### src/rtl/pxb_pkg.sv
// Shared types for the page translation buffer.
// Assumes: permissions are one user flag and one write flag per entry.
package pxb_pkg;

    // Access rights kept per entry
    typedef struct packed {
        logic user_ok;   // 1 = user-mode access allowed
        logic wr_ok;     // 1 = writes allowed
    } perm_t;

    // Returns 1 when an access of the given kind is refused by the rights
    function automatic logic perm_denied(input perm_t p, input logic is_user, input logic is_write);
        return (is_user && !p.user_ok) || (is_write && !p.wr_ok);
    endfunction

endpackage

### src/rtl/pxb_cam.sv
// Entry storage and parallel tag compare for the translation buffer.
// Holds ENTRIES entries of {valid, tag, frame, rights}. It compares two
// page numbers (lookup and fill) against all entries every cycle, and
// reads out the fields of one selected entry.
// Assumes: clr has priority over a write in the same cycle.
module pxb_cam
    import pxb_pkg::*;
#(
    parameter int ENTRIES = 16,
    parameter int VPN_W   = 20,
    parameter int PFN_W   = 20,
    localparam int IDX_W  = (ENTRIES > 1) ? $clog2(ENTRIES) : 1
) (
    input  logic               clk,
    input  logic               rst_n,
    input  logic               clr,
    input  logic               wr_en,
    input  logic [IDX_W-1:0]   wr_idx,
    input  logic [VPN_W-1:0]   wr_vpn,
    input  logic [PFN_W-1:0]   wr_pfn,
    input  perm_t              wr_perm,
    input  logic [VPN_W-1:0]   lk_vpn,
    input  logic [VPN_W-1:0]   fl_vpn,
    input  logic [IDX_W-1:0]   rd_idx,
    output logic [ENTRIES-1:0] valid_vec,
    output logic [ENTRIES-1:0] lk_match,
    output logic [ENTRIES-1:0] fl_match,
    output logic [PFN_W-1:0]   rd_pfn,
    output perm_t              rd_perm
);

    logic [ENTRIES-1:0] v_q;
    logic [VPN_W-1:0]   tag_q  [ENTRIES];
    logic [PFN_W-1:0]   pfn_q  [ENTRIES];
    perm_t              perm_q [ENTRIES];

    // Purpose: entry update, with whole-buffer clear taking precedence
    always_ff @(posedge clk) begin
        if (!rst_n) begin
            v_q <= '0;
            for (int i = 0; i < ENTRIES; i++) begin
                tag_q[i]  <= '0;
                pfn_q[i]  <= '0;
                perm_q[i] <= '0;
            end
        end else if (clr) begin
            v_q <= '0;
        end else if (wr_en) begin
            v_q[wr_idx]    <= 1'b1;
            tag_q[wr_idx]  <= wr_vpn;
            pfn_q[wr_idx]  <= wr_pfn;
            perm_q[wr_idx] <= wr_perm;
        end
    end

    // One comparator pair per entry
    for (genvar e = 0; e < ENTRIES; e++) begin : g_cmp
        assign lk_match[e] = v_q[e] && (tag_q[e] == lk_vpn);
        assign fl_match[e] = v_q[e] && (tag_q[e] == fl_vpn);
    end

    assign valid_vec = v_q;

    // Purpose: read mux for the selected entry
    always_comb begin
        rd_pfn  = pfn_q[rd_idx];
        rd_perm = perm_q[rd_idx];
    end

endmodule

### src/rtl/pxb_victim.sv
// Fill placement for the translation buffer.
// Picks the entry a fill writes: a matching entry first, then the
// lowest-indexed invalid entry, then a round-robin pointer. The pointer
// moves only when it was used.
// Assumes: at most one entry matches the fill page number.
module pxb_victim #(
    parameter int ENTRIES = 16,
    localparam int IDX_W  = (ENTRIES > 1) ? $clog2(ENTRIES) : 1
) (
    input  logic               clk,
    input  logic               rst_n,
    input  logic [ENTRIES-1:0] valid_vec,
    input  logic [ENTRIES-1:0] fl_match,
    input  logic               fill_go,
    output logic [IDX_W-1:0]   vic_idx
);

    localparam logic [IDX_W-1:0] LAST = IDX_W'(ENTRIES - 1);

    logic [IDX_W-1:0] rr_q;
    logic [IDX_W-1:0] free_idx;
    logic [IDX_W-1:0] hit_idx;
    logic             any_free;
    logic             any_hit;

    // Purpose: lowest free entry and matching entry encoders
    always_comb begin
        free_idx = '0;
        hit_idx  = '0;
        for (int i = ENTRIES - 1; i >= 0; i--) begin
            if (!valid_vec[i]) free_idx = IDX_W'(i);
            if (fl_match[i])   hit_idx  = IDX_W'(i);
        end
        any_free = ~&valid_vec;
        any_hit  = |fl_match;
    end

    // Purpose: select the destination by preference
    always_comb begin
        if (any_hit)       vic_idx = hit_idx;
        else if (any_free) vic_idx = free_idx;
        else               vic_idx = rr_q;
    end

    // Purpose: advance the replacement pointer when it supplied the entry
    always_ff @(posedge clk) begin
        if (!rst_n) begin
            rr_q <= '0;
        end else if (fill_go && !any_hit && !any_free) begin
            rr_q <= (rr_q == LAST) ? '0 : rr_q + 1'b1;
        end
    end

endmodule

### src/rtl/pxb_resp.sv
// Response stage of the translation buffer.
// Turns the match result, the selected entry and the access kind into a
// registered hit/miss/fault response with the physical address.
// Assumes: kill forces a miss whatever the match says.
module pxb_resp
    import pxb_pkg::*;
#(
    parameter int PFN_W  = 20,
    parameter int OFF_W  = 12,
    localparam int PA_W  = PFN_W + OFF_W
) (
    input  logic             clk,
    input  logic             rst_n,
    input  logic             req,
    input  logic             kill,
    input  logic             found,
    input  logic [PFN_W-1:0] pfn,
    input  perm_t            perm,
    input  logic             is_user,
    input  logic             is_write,
    input  logic [OFF_W-1:0] off,
    output logic             rsp_valid,
    output logic             rsp_hit,
    output logic             rsp_miss,
    output logic             rsp_fault,
    output logic [PA_W-1:0]  rsp_pa
);

    logic usable;
    logic denied;

    // Purpose: classify the outcome of this cycle's lookup
    always_comb begin
        usable = found && !kill;
        denied = perm_denied(perm, is_user, is_write);
    end

    // Purpose: register the response one cycle after the request
    always_ff @(posedge clk) begin
        if (!rst_n) begin
            rsp_valid <= 1'b0;
            rsp_hit   <= 1'b0;
            rsp_miss  <= 1'b0;
            rsp_fault <= 1'b0;
            rsp_pa    <= '0;
        end else begin
            rsp_valid <= req;
            rsp_hit   <= req && usable && !denied;
            rsp_miss  <= req && !usable;
            rsp_fault <= req && usable && denied;
            rsp_pa    <= (req && usable && !denied) ? {pfn, off} : '0;
        end
    end

endmodule

### src/rtl/page_xlat_buf.sv
// Fully associative page translation buffer (top level).
// Lookup answers one cycle later with hit, miss or fault. Fill installs a
// translation. inv_all or dirbase_wr clears every entry, discards a fill
// in the same cycle, and turns a lookup in that cycle into a miss.
// Assumes: the caller does not depend on coherence with other buffers.
module page_xlat_buf
    import pxb_pkg::*;
#(
    parameter int ENTRIES = 16,
    parameter int VPN_W   = 20,
    parameter int PFN_W   = 20,
    parameter int OFF_W   = 12,
    localparam int IDX_W  = (ENTRIES > 1) ? $clog2(ENTRIES) : 1,
    localparam int PA_W   = PFN_W + OFF_W
) (
    input  logic             clk,
    input  logic             rst_n,
    input  logic             lk_valid,
    input  logic [VPN_W-1:0] lk_vpn,
    input  logic [OFF_W-1:0] lk_off,
    input  logic             lk_user,
    input  logic             lk_write,
    input  logic             fill_en,
    input  logic [VPN_W-1:0] fill_vpn,
    input  logic [PFN_W-1:0] fill_pfn,
    input  logic             fill_user_ok,
    input  logic             fill_wr_ok,
    input  logic             inv_all,
    input  logic             dirbase_wr,
    output logic             rsp_valid,
    output logic             rsp_hit,
    output logic             rsp_miss,
    output logic             rsp_fault,
    output logic [PA_W-1:0]  rsp_pa
);

    logic               kill;
    logic               fill_go;
    logic [ENTRIES-1:0] valid_vec;
    logic [ENTRIES-1:0] lk_match;
    logic [ENTRIES-1:0] fl_match;
    logic [IDX_W-1:0]   vic_idx;
    logic [IDX_W-1:0]   lk_idx;
    logic [PFN_W-1:0]   rd_pfn;
    perm_t              rd_perm;
    perm_t              fill_perm;

    // Purpose: invalidation sources and fill qualification
    always_comb begin
        kill              = inv_all || dirbase_wr;
        fill_go           = fill_en && !kill;
        fill_perm.user_ok = fill_user_ok;
        fill_perm.wr_ok   = fill_wr_ok;
    end

    // Purpose: encode the matching lookup entry into an index
    always_comb begin
        lk_idx = '0;
        for (int i = ENTRIES - 1; i >= 0; i--) begin
            if (lk_match[i]) lk_idx = IDX_W'(i);
        end
    end

    pxb_cam #(
        .ENTRIES (ENTRIES),
        .VPN_W   (VPN_W),
        .PFN_W   (PFN_W)
    ) u_cam (
        .clk       (clk),
        .rst_n     (rst_n),
        .clr       (kill),
        .wr_en     (fill_go),
        .wr_idx    (vic_idx),
        .wr_vpn    (fill_vpn),
        .wr_pfn    (fill_pfn),
        .wr_perm   (fill_perm),
        .lk_vpn    (lk_vpn),
        .fl_vpn    (fill_vpn),
        .rd_idx    (lk_idx),
        .valid_vec (valid_vec),
        .lk_match  (lk_match),
        .fl_match  (fl_match),
        .rd_pfn    (rd_pfn),
        .rd_perm   (rd_perm)
    );

    pxb_victim #(
        .ENTRIES (ENTRIES)
    ) u_victim (
        .clk       (clk),
        .rst_n     (rst_n),
        .valid_vec (valid_vec),
        .fl_match  (fl_match),
        .fill_go   (fill_go),
        .vic_idx   (vic_idx)
    );

    pxb_resp #(
        .PFN_W (PFN_W),
        .OFF_W (OFF_W)
    ) u_resp (
        .clk       (clk),
        .rst_n     (rst_n),
        .req       (lk_valid),
        .kill      (kill),
        .found     (|lk_match),
        .pfn       (rd_pfn),
        .perm      (rd_perm),
        .is_user   (lk_user),
        .is_write  (lk_write),
        .off       (lk_off),
        .rsp_valid (rsp_valid),
        .rsp_hit   (rsp_hit),
        .rsp_miss  (rsp_miss),
        .rsp_fault (rsp_fault),
        .rsp_pa    (rsp_pa)
    );

endmodule

### config.mk
export PLATFORM = sky130hd
export DESIGN_NAME = page_xlat_buf
export DESIGN_NICKNAME = d
export VERILOG_FILES = /design/src/rtl/pxb_pkg.sv /design/src/rtl/pxb_cam.sv /design/src/rtl/pxb_victim.sv /design/src/rtl/pxb_resp.sv /design/src/rtl/page_xlat_buf.sv
export SDC_FILE = /design/constraint.sdc
export NUM_CORES = 1
export LEC_CHECK = 0
export BUFFER_PORTS_ARGS = -buffer_cell sky130_fd_sc_hd__buf_2
export CORE_MARGIN = 2
export CORE_UTILIZATION = 56
export DETAILED_ROUTE_END_ITERATION = 7
export PLACE_DENSITY = 0.73
export SETUP_SLACK_MARGIN = 0.4
export SLEW_MARGIN = 25
export SYNTH_ARGS = -nofsm -noshare
export SYNTH_HDL_FRONTEND = slang
export SYNTH_SLANG_ARGS = --single-unit
### constraint.sdc
create_clock -name clk -period 5.3 [get_ports clk]
set_input_delay 0.795 -clock clk [delete_from_list [all_inputs] [get_ports clk]]
set_output_delay 0.795 -clock clk [all_outputs]
set_load 0.01 [all_outputs]
# Word-level counts from Yosys, hierarchy flattened
# Memory sizes are Yosys's and may differ from the RTL's. A register that Yosys moved wholly into a read port is not among the register bits.
# Index checks and enable logic that the tools add are counted.
[word_totals]
regBits = 56
output_inout_bits = 36
memories = 3
elab_cells = 175
ram_bits = 672
[memory_table]
columns = ["name", "words", "width", "read_ports", "rd_clocked_by_memory_dff", "write_ports", "line", "rtl"]
rows = [
  ["u_cam.pfn_q", 16, 20, 1, 1, 16, "pxb_cam.sv:34", "logic [PFN_W-1:0] pfn_q [ENTRIES];"],
  ["u_cam.tag_q", 16, 20, 16, 0, 16, "pxb_cam.sv:33", "logic [VPN_W-1:0] tag_q [ENTRIES];"],
  ["u_cam.perm_q", 16, 2, 1, 0, 16, "pxb_cam.sv:35", "perm_t perm_q [ENTRIES];"],
]
[op_classes]
n_lt_le_gt_ge = 2
bitwise = 2
add_sub_neg = 1
n_reduce_logical = 60
eq_ne = 33
mux = 67
[ops]
columns = ["operator", "count"]
rows = [
  ["== test 20 bit", 32],
  ["two-way mux 4 bit", 54],
  ["logical AND 1 bit", 43],
  ["two-way mux 20 bit", 2],
  ["OR reduction 20 bit", 2],
  ["OR reduction 16 bit", 2],
  ["OR 16 bit", 1],
  ["AND reduction 16 bit", 1],
  ["two-way mux 1 bit", 9],
  ["logical NOT 1 bit", 7],
  ["< comparator 4 x 5 -> 1 bit, second input constant", 1],
  ["adder 4 x 1 -> 4 bit, second input constant", 1],
  ["demux 1 bit (select 4 bit)", 1],
  ["== test 4 bit, second input constant", 1],
  [">= comparator 4 x 1 -> 1 bit, second input constant", 1],
  ["OR reduction 2 bit", 2],
  ["logical OR 1 bit", 2],
  ["two-way mux 2 bit", 1],
  ["AND reduction 2 bit", 1],
  ["NOT 1 bit", 1],
]

# Depth between registers and ports, before layout
# Gate-level depths: netlist (run 1).
# An unclocked memory read counts as a cell.
[logic_depth]
ltp_word = 26
depth_mapped = 17
depth_no_buf = 12

# Cells and area by module
# From an unflattened synthesis (run 1), not the netlist that was laid out.
[unflattened]
cells_unflattened = 2863
area_unflattened_um2 = 37666.1
[modules_own_cells]
columns = ["module", "seq_area_each_um2", "cells_per_inst", "n_inst", "area_each_um2"]
rows = [
  ["pxb_cam", 20499.7, 2656, 1, 35439.0],
  ["pxb_resp", 720.7, 87, 1, 1425.1],
  ["pxb_victim", 80.1, 84, 1, 601.8],
  ["page_xlat_buf", 0.0, 36, 1, 200.2],
]

# Worst setup path before layout (run 1)
# Ideal clock, no wire load.
[synth_path]
path_type = "input -> register"
startpoint = "input port fill_vpn[1]"
endpoint = "memory u_cam.perm_q[0][0] (netlist bit) (enable)"
path_stages = 14
path_slack_ns = 0.506
path_buffers = 3
arrival_ns = 4.393
setup_ns = 0.400
t_required_ns = 4.900
cell_sequence = "buf_2 > buf_2 > xor2_1 > nor4_1 > nand4_1 > nand2_1 > or3_1 > nor4_1 > a21bo_2 > nand2_1 > nor2b_1 > nand2_1 > clkbuf_1 > nand2_1"
[synth_lines]
columns = ["item", "line", "rtl"]
rows = [
  ["start: declaration", "page_xlat_buf.sv:24", "input logic [VPN_W-1:0] fill_vpn,"],
  ["end: declaration", "pxb_cam.sv:35", ""],
]

# Worst setup path after layout (run 1)
[layout_path]
startpoint = "input port lk_vpn[17]"
endpoint = "register u_resp.rsp_fault"
[layout_via]
elab_chain_len = 23
[layout_rtl]
columns = ["item", "line", "rtl"]
rows = [
  ["start: declaration", "page_xlat_buf.sv:19", "input logic [VPN_W-1:0] lk_vpn,"],
  ["== test 20 bit", "pxb_cam.sv:58", "assign lk_match[e] = v_q[e] && (tag_q[e] == lk_vpn);"],
  ["logical AND 1 bit", "pxb_cam.sv:58", ""],
  ["two-way mux 4 bit (16 in a row)", "page_xlat_buf.sv:60", "if (lk_match[i]) lk_idx = IDX_W'(i);"],
  ["memory read (16 x 2 bit)", "--", ""],
  ["logical NOT 1 bit", "pxb_pkg.sv:13", "return (is_user && !p.user_ok) || (is_write && !p.wr_ok);"],
  ["logical AND 1 bit", "pxb_pkg.sv:13", ""],
  ["logical OR 1 bit", "pxb_pkg.sv:13", ""],
  ["logical AND 1 bit *", "pxb_resp.sv:50", "rsp_fault <= req && usable && denied;"],
  ["end signal: assignment", "pxb_resp.sv:50", ""],
  ["end: declaration", "pxb_resp.sv:25", "output logic rsp_fault,"],
]
# Every way passes the cells marked *; elsewhere a longest branch is shown, timed or not.
# A chain may end at the register's enable or synchronous reset.

==> metrics.md, run 1 <==
| Metric | Value |
|---|---|
| Status | `finished clean` |
| Synth Cell Area | `0.0378 mm²` |
| Syn Area/Cell | `11.5 µm²` |
| Clock power share | `roughly two fifths` |
| Critical Path AT | `~5200 ps` |
| Post-cts sizing count | `0` |
| Period utilisation layout | `between 80% and 90%` |
| Worst Path Required | `5790 ps` |
| Number of global-route vias before repair | `27853` |
| Synthesis Warnings | `0` |
| CP delay by family, top | `compound AO/OA/AOI/OAI gates` |
| CTS max path bufs | `3` |
| Hold_ws | `382 ps` |
| Initial Utilization | `56.4%` |
| Final Non-Filler Cells | `about 4400` |
| GRT Total Usage | `between 30% and 40%` |
| Post-route DRC | `0` |
| Syn Nets | `3365` |
| CTS Root Cell | `clkbuf_16` |
| Via density per instance | `6.58` |
| Register area share after synthesis | `around 56%` |
| Relative slew margins | `approximately 30%` |
| RePlAce Congestion | `1.01` |
| Leakage power | `14.2 nW` |
| Cell chain of the critical path | `buf_2 > buf_4 > xnor2_1 > nand4_1 > nor4_1 > and4_1 > o21ai_0 > a21bo_2 > a211oi_1 > o221ai_1 > o31ai_1 > a21oi_1 > a21o_2 > buf_4 > nor2b_1` |
| Final-layout fill cell count | `5194` |
| # IOs | `~120` |
| CTS tree | `done` |
| Post-DP HPWL | `91.3 mm` |
| Initial DRC count | `approximately 4200` |
| Critical path peak fanout | `11` |
| Via count | `between 20000 and 30000` |
| Critical Path Most Common Cell | `buf_4` |
| Drt pass-1 iters | `8` |
| Worst Path Buf+Inv | `3` |
| Yosys top cell area share | `a little over half` |
| Final nets | `3505` |
| Count leader, synth | `nor2_1` |
| Hold Path Class | `in -> reg` |
| Maxcap violations | `0` |
| Site Rows | `95` |
| Synth area leader | `edfxtp_1` |
| First-pass GRT wire length | `197 mm` |
| Slowest stage delay, CP | `550 ps` |
| DIE WIDTH | `264 µm` |
| WL/cell | `32.0 µm` |
| Slew Viols, Final | `0` |
| Register Area | `~0.021 mm²` |
| Die height | `between 200 and 300 µm` |
| Ys flop type | `edfxtp_1` |
| Hold buffers post-CTS | `0` |
| Initial antenna violation count | `1` |
| Pwr dens | `317 mW/mm²` |
| Mapped Cells | `3282` |
| RSZ-0062 raised after global routing | `false` |
| CTS Buf Count | `79` |
| Area Growth Syn to Fin | `13.7%` |
| Crit path capture type | `register` |
| Postcts setup bufs | `0` |
| Combinational share of power | `10.0%` |
| EDFF count, synth | `672` |
| Clock-pin slew on the worst setup and hold paths | `roughly 60 ps` |
| Yosys reg bits | `between 700 and 800` |
| Commonest cells post-synth | `nor2_1, edfxtp_1, xnor2_1` |
| Setup TNS | `0 ps` |
| Worst-skew pair later-pin latency | `650 ps` |
| Measured slew at the worst slew-check pin | `a little over 1000 ps` |
| Share of cells above drive strength 1 | `15.7%` |
| Die area | `between 0.06 and 0.07 mm²` |
| Startpoint types | `primary input` |
| Placed instance count | `4214` |
| Clk sinks | `728` |
| Final min period | `4680 ps` |
| Net Sw Power | `3.40 mW` |
| Critical-path top delay cell | `buf_2` |
| Final core occ | `64.1%` |
| Fmax | `214 MHz` |
| Switching Share | `between 20% and 30%` |
| Diode count | `0` |
| Critical path type | `in -> reg` |
| Clk_skew | `around 35 ps` |
| Seq pwr share | `48.2%` |
| Core Area | `0.0670 mm²` |
| Final hold violation count | `0` |
| Detailed Route WL | `139 mm` |
| Setup violators final | `0` |
| Multi-input logic area | `0.0152 mm²` |
| Remaining antenna violation count | `0` |
| Port Buffers | `approximately 120` |
| Asr flop ratio synth | `0%` |
| Total grt overflow | `0` |
| Max H-tree Level | `3` |
| IR Drop Worst-Case VDD | `339 µV` |
| Largest net degree at the start of global routing | `65` |
| Int Power | `10.2 mW` |
| Dominant cells by area after synthesis | `edfxtp_1, xnor2_1, nor2_1, xor2_1, mux2i_1` |
| Total power | `13.6 mW` |
| Unique masters post-synth | `71` |
==> power by group through the flow <==
stage / logic, mW / registers (mW) / clock network, mW
global route: 1.40 / 6.59 / 5.93
finish: 1.36 / 6.58 / 5.70
detailed placement: 1.32 / 6.69 / 0
CTS: 1.32 / 6.57 / 5.72
floorplan: 0.789 / 6.67 / 0
global placement: 1.31 / 6.68 / 0
==> sequential cells by signal (all words and copies together) (netlist names) <==
signal	cells
u_resp.rsp_pa	32
u_cam.tag_q	320
u_victim.rr_q	4
u_resp.rsp_hit	1
u_cam.valid_vec	16
u_resp.rsp_miss	1
u_resp.rsp_fault	1
u_resp.rsp_valid	1
u_cam.perm_q	32
u_cam.pfn_q	320
==> per-stage QoR <==
| step | worst slack, ps | cell area (µm²) |
|---|---|---|
| 2_1_floorplan | 506 | 37800 |
| 3_3_place_gp | 245 | 40300 |
| 3_5_place_dp | 241 | 40300 |
| 4_1_cts | 880 | 43000 |
| 5_1_grt | 615 | 43000 |
| 6_report | 617 | 43000 |
==> kinds of logic (layout without fill, tap and decap cells) <==
kind of cell | after synthesis | count (layout) | synth area share [%]
adder cells (fa/ha/maj) | 1 | 1 | 0.0331
multiplexers | 148 | 148 | 4.58
AO/OA/AOI/OAI | 202 | 202 | 4.26
flip-flops | 728 | 728 | 56.3
AND/OR/NAND/NOR | 1285 | 1285 | 15.9
XOR/XNOR | 640 | 640 | 15.0
buffers and inverters | 278 | 482 | 3.83
==> cells in the final DEF (no fill, tap or decap), types with 14 or more instances in the layout <==
cell,n
a211oi_2,19
nand4_1,170
nor2_1,707
nor4_1,72
edfxtp_1,672
buf_12,47
buf_4,137
nand2_2,24
clkbuf_16,79
inv_1,36
xor2_1,159
xnor2_1,472
clkbuf_1,18
dfxtp_1,56
buf_2,117
nand3_1,54
a221oi_1,21
clkbuf_8,14
mux4_2,20
a22oi_1,42
mux2i_1,128
nor3_2,14
a21oi_1,28
o211ai_1,30
nand2_1,113
==> layer usage <==
layer | vias to the layer above | global-route usage, % | share of wire (%) | wire length, µm
met5 | - | 0 | 0.0079 | 11
met4 | 2 | 22.5 | 6.5 | 9100
met3 | 452 | 6.93 | 11 | 15900
met2 | 2125 | 62.7 | 46 | 63600
met1 | 14138 | 52.1 | 36 | 50600
li1 | 11944 | - | - | -
==> layout make-up <==
type / instances / area share [%]
multi-input cells: 2276 / 35.4
clock inverters: 34 / 1.04
clock buffers: 111 / 5.20
well taps: 873 / 2.54
repair buffers: 301 / 5.94
flip-flops and latches: 728 / 49.6
inverters: 36 / 0.314
==> path summary, 6_finish.rpt <==
check	from	depth (start not counted)	to	slack, ps
setup reg to reg	u_cam.tag_q[15][5]$_SDFFCE_PN0P_	13	u_cam.pfn_q[9][0]$_SDFFCE_PN0P_	780
setup / recovery	lk_vpn[17]	15	u_resp.rsp_fault$_SDFF_PN0_	620
hold / removal	lk_off[11]	3	u_resp.rsp_pa[11]$_SDFF_PN0_	380
hold reg to reg	u_cam.valid_vec[14]$_SDFFE_PP0P_	2	u_cam.valid_vec[14]$_SDFFE_PP0P_	540
==> tightest hold or removal path, cell delays in order <==
cell,delay (ps)
buf_2,90
inv_1,50
nor3_2,40
Power figures use the tool's default switching activity.
==> run 2: changes to the inputs <==
CTS_BUF_LIST = sky130_fd_sc_hd__clkbuf_4 sky130_fd_sc_hd__clkbuf_8 sky130_fd_sc_hd__clkbuf_16   (was default)
SKIP_CTS_REPAIR_TIMING = 1   (was default)
==> run 2 against run 1 <==
Sequential share of layout area decreased by 0.078 points. Clock power increased by 2%. Sequential cell count unchanged. Worst hold slack better by 3.8 ps. Combinational power hardly changed. Critical endpoint unchanged. Clock skew up 2.2 ps. Design area up 0.16%. Non-clock buffer count did not move.
==> metrics.md, run 2 (synthesis results as in run 1) <==
| Metric | Value |
|---|---|
| Startpoint types | `primary input` |
| GRT Total Usage | `about two fifths` |
| Port Buffers | `about 120` |
| Clock power share | `42.2%` |
| Clk sinks | `728` |
| Post-DP HPWL | `91.3 mm` |
| Via count | `28565` |
| RePlAce Congestion | `1.01` |
| CTS Root Cell | `clkbuf_16` |
| Worst R2R Start | `u_cam.tag_q[15][5]$_SDFFCE_PN0P_` |
| Setup violators final | `0` |
| Final hold violation count | `0` |
| Int Power | `roughly 10 mW` |
| Commonest non-fill, non-tap cell in the layout | `nor2_1` |
| Max H-tree Level | `3` |
| Worst Reg-to-Reg Cells | `14` |
| Area Growth Syn to Fin | `13.9%` |
| Crit path capture type | `register` |
| Critical Path AT | `5090 ps` |
| CTS tree | `done` |
| Most frequent cells in the layout | `nor2_1, edfxtp_1, xnor2_1, nand4_1, xor2_1` |
| Initial Utilization | `56.4%` |
| Critical path type | `in -> reg` |
| Critical path peak fanout | `11` |
| Largest regs | `u_cam.pfn_q x320, u_cam.tag_q x320` |
| Detailed Route WL | `139 mm` |
| Relative slew margins | `31.8%` |
| Initial antenna violation count | `1` |
| Launch point of the critical path | `lk_vpn[17]` |
| Site Rows | `between 90 and 100` |
| Remaining antenna violation count | `0` |
| # IOs | `118` |
| First-pass GRT wire length | `197 mm` |
| Measured slew at the worst slew-check pin | `slightly above 1000 ps` |
| Worst Setup EP | `u_resp.rsp_fault$_SDFF_PN0_` |
| Net Sw Power | `3.41 mW` |
| CTS Buf Count | `79` |
| R2R Setup Slk | `850 ps` |
| Fmax | `roughly 220 MHz` |
| Core Area | `~0.067 mm²` |
| Status | `finished clean` |
| Post-route DRC | `0` |
| Diode count | `0` |
| Die height | `~260 µm` |
| Number of global-route vias before repair | `27866` |
| Seq pwr share | `47.9%` |
| Clk_skew | `37.3 ps` |
| Hold Path Class | `in -> reg` |
| Combinational share of power | `9.9%` |
| Final min period | `4600 ps` |
| Reg2reg end | `u_cam.pfn_q[5][0]$_SDFFCE_PN0P_` |
| Die area | `between 0.06 and 0.07 mm²` |
| Switching Share | `24.8%` |
| Initial DRC count | `4150` |
| Period utilisation layout | `86.8%` |
| Clock-pin slew on the worst setup and hold paths | `60 ps` |
| Total power | `~14 mW` |
| Worst-skew pair later-pin latency | `650 ps` |
| WL/cell | `about 32 µm` |
| Slew Viols, Final | `0` |
| DIE WIDTH | `264 µm` |
| Share of cells above drive strength 1 | `16.2%` |
| Final Non-Filler Cells | `4359` |
| Placed instance count | `4214` |
| Worst Path Required | `5790 ps` |
| Largest net degree at the start of global routing | `65` |
| RSZ-0062 raised after global routing | `false` |
| IR Drop Worst-Case VDD | `342 µV` |
| Pwr dens | `319 mW/mm²` |
| Leakage power | `~14 nW` |
| Hold_ws | `between 300 and 400 ps` |
| Final nets | `3505` |
| CTS max path bufs | `3` |
| Maxcap violations | `0` |
| Via density per instance | `approximately 6.6` |
| Setup TNS | `0 ps` |
| Total grt overflow | `0` |
| Drt pass-1 iters | `6` |
-- run 2: how the worst min path moves through the flow --
stage / from / endpoint / slack [ps] / cells past startpoint
finish: lk_off[11] / u_resp.rsp_pa[11]$_SDFF_PN0_ / 390 / 3
global route: lk_off[5] / u_resp.rsp_pa[5]$_SDFF_PN0_ / 380 / 3
CTS: lk_off[6] / u_resp.rsp_pa[6]$_SDFF_PN0_ / 370 / 3
detailed placement: u_cam.valid_vec[11]$_SDFFE_PP0P_ / u_cam.valid_vec[11]$_SDFFE_PP0P_ / 520 / 2
global placement: u_cam.valid_vec[11]$_SDFFE_PP0P_ / u_cam.valid_vec[11]$_SDFFE_PP0P_ / 520 / 2
floorplan: u_victim.rr_q[3]$_SDFFE_PN0P_ / u_victim.rr_q[3]$_SDFFE_PN0P_ / 460 / 2
-- run 2: per-layer routing --
metal / up-vias / routed length, µm / GRT usage [%]
met1: 14077 / 50400 / 52.1
met2: 2103 / 63400 / 62.9
met5: - / 11 / 0
li1: 11939 / - / -
met3: 444 / 16500 / 6.79
met4: 2 / 9070 / 22.2
-- run 2: layout make-up --
cell class	instances	area (µm²)
timing repair buffer	301	2550
fill	5185	24000
inverter	36	135
tap	873	1090
clock inverter	34	447
multi-input combinational	2276	15200
clock buffer	111	2300
sequential	728	21300
-- run 2: power by group through the flow --
stage / logic [mW] / registers, mW / clock network (mW)
final: 1.36 / 6.58 / 5.80
after global routing: 1.40 / 6.59 / 6.02
after CTS: 1.32 / 6.57 / 5.81
after detailed placement: 1.32 / 6.69 / 0
after global placement: 1.31 / 6.68 / 0
after floorplan: 0.789 / 6.67 / 0
-- run 2: worst max-delay path, cell delays in order --
cell      delay (ps)
buf_2            540
buf_4            310
xnor2_1          170
nand4_1          120
nor4_1           490
and4_1           280
o21ai_0          290
a21bo_2          320
a211oi_1         440
o221ai_1         200
o31ai_1          340
a21oi_1          100
a21o_2           300
buf_4            220
nor2b_1          140
-- run 2: per-stage QoR --
stage | util (%) | worst slack [ps] | area [µm²]
after floorplan | - | 506 | 37800
after global placement | 60.1 | 245 | 40300
after CTS | 64.2 | 880 | 43100
final | 64.2 | 700 | 43100
after global routing | 64.2 | 618 | 43100
after detailed placement | 60.1 | 241 | 40300
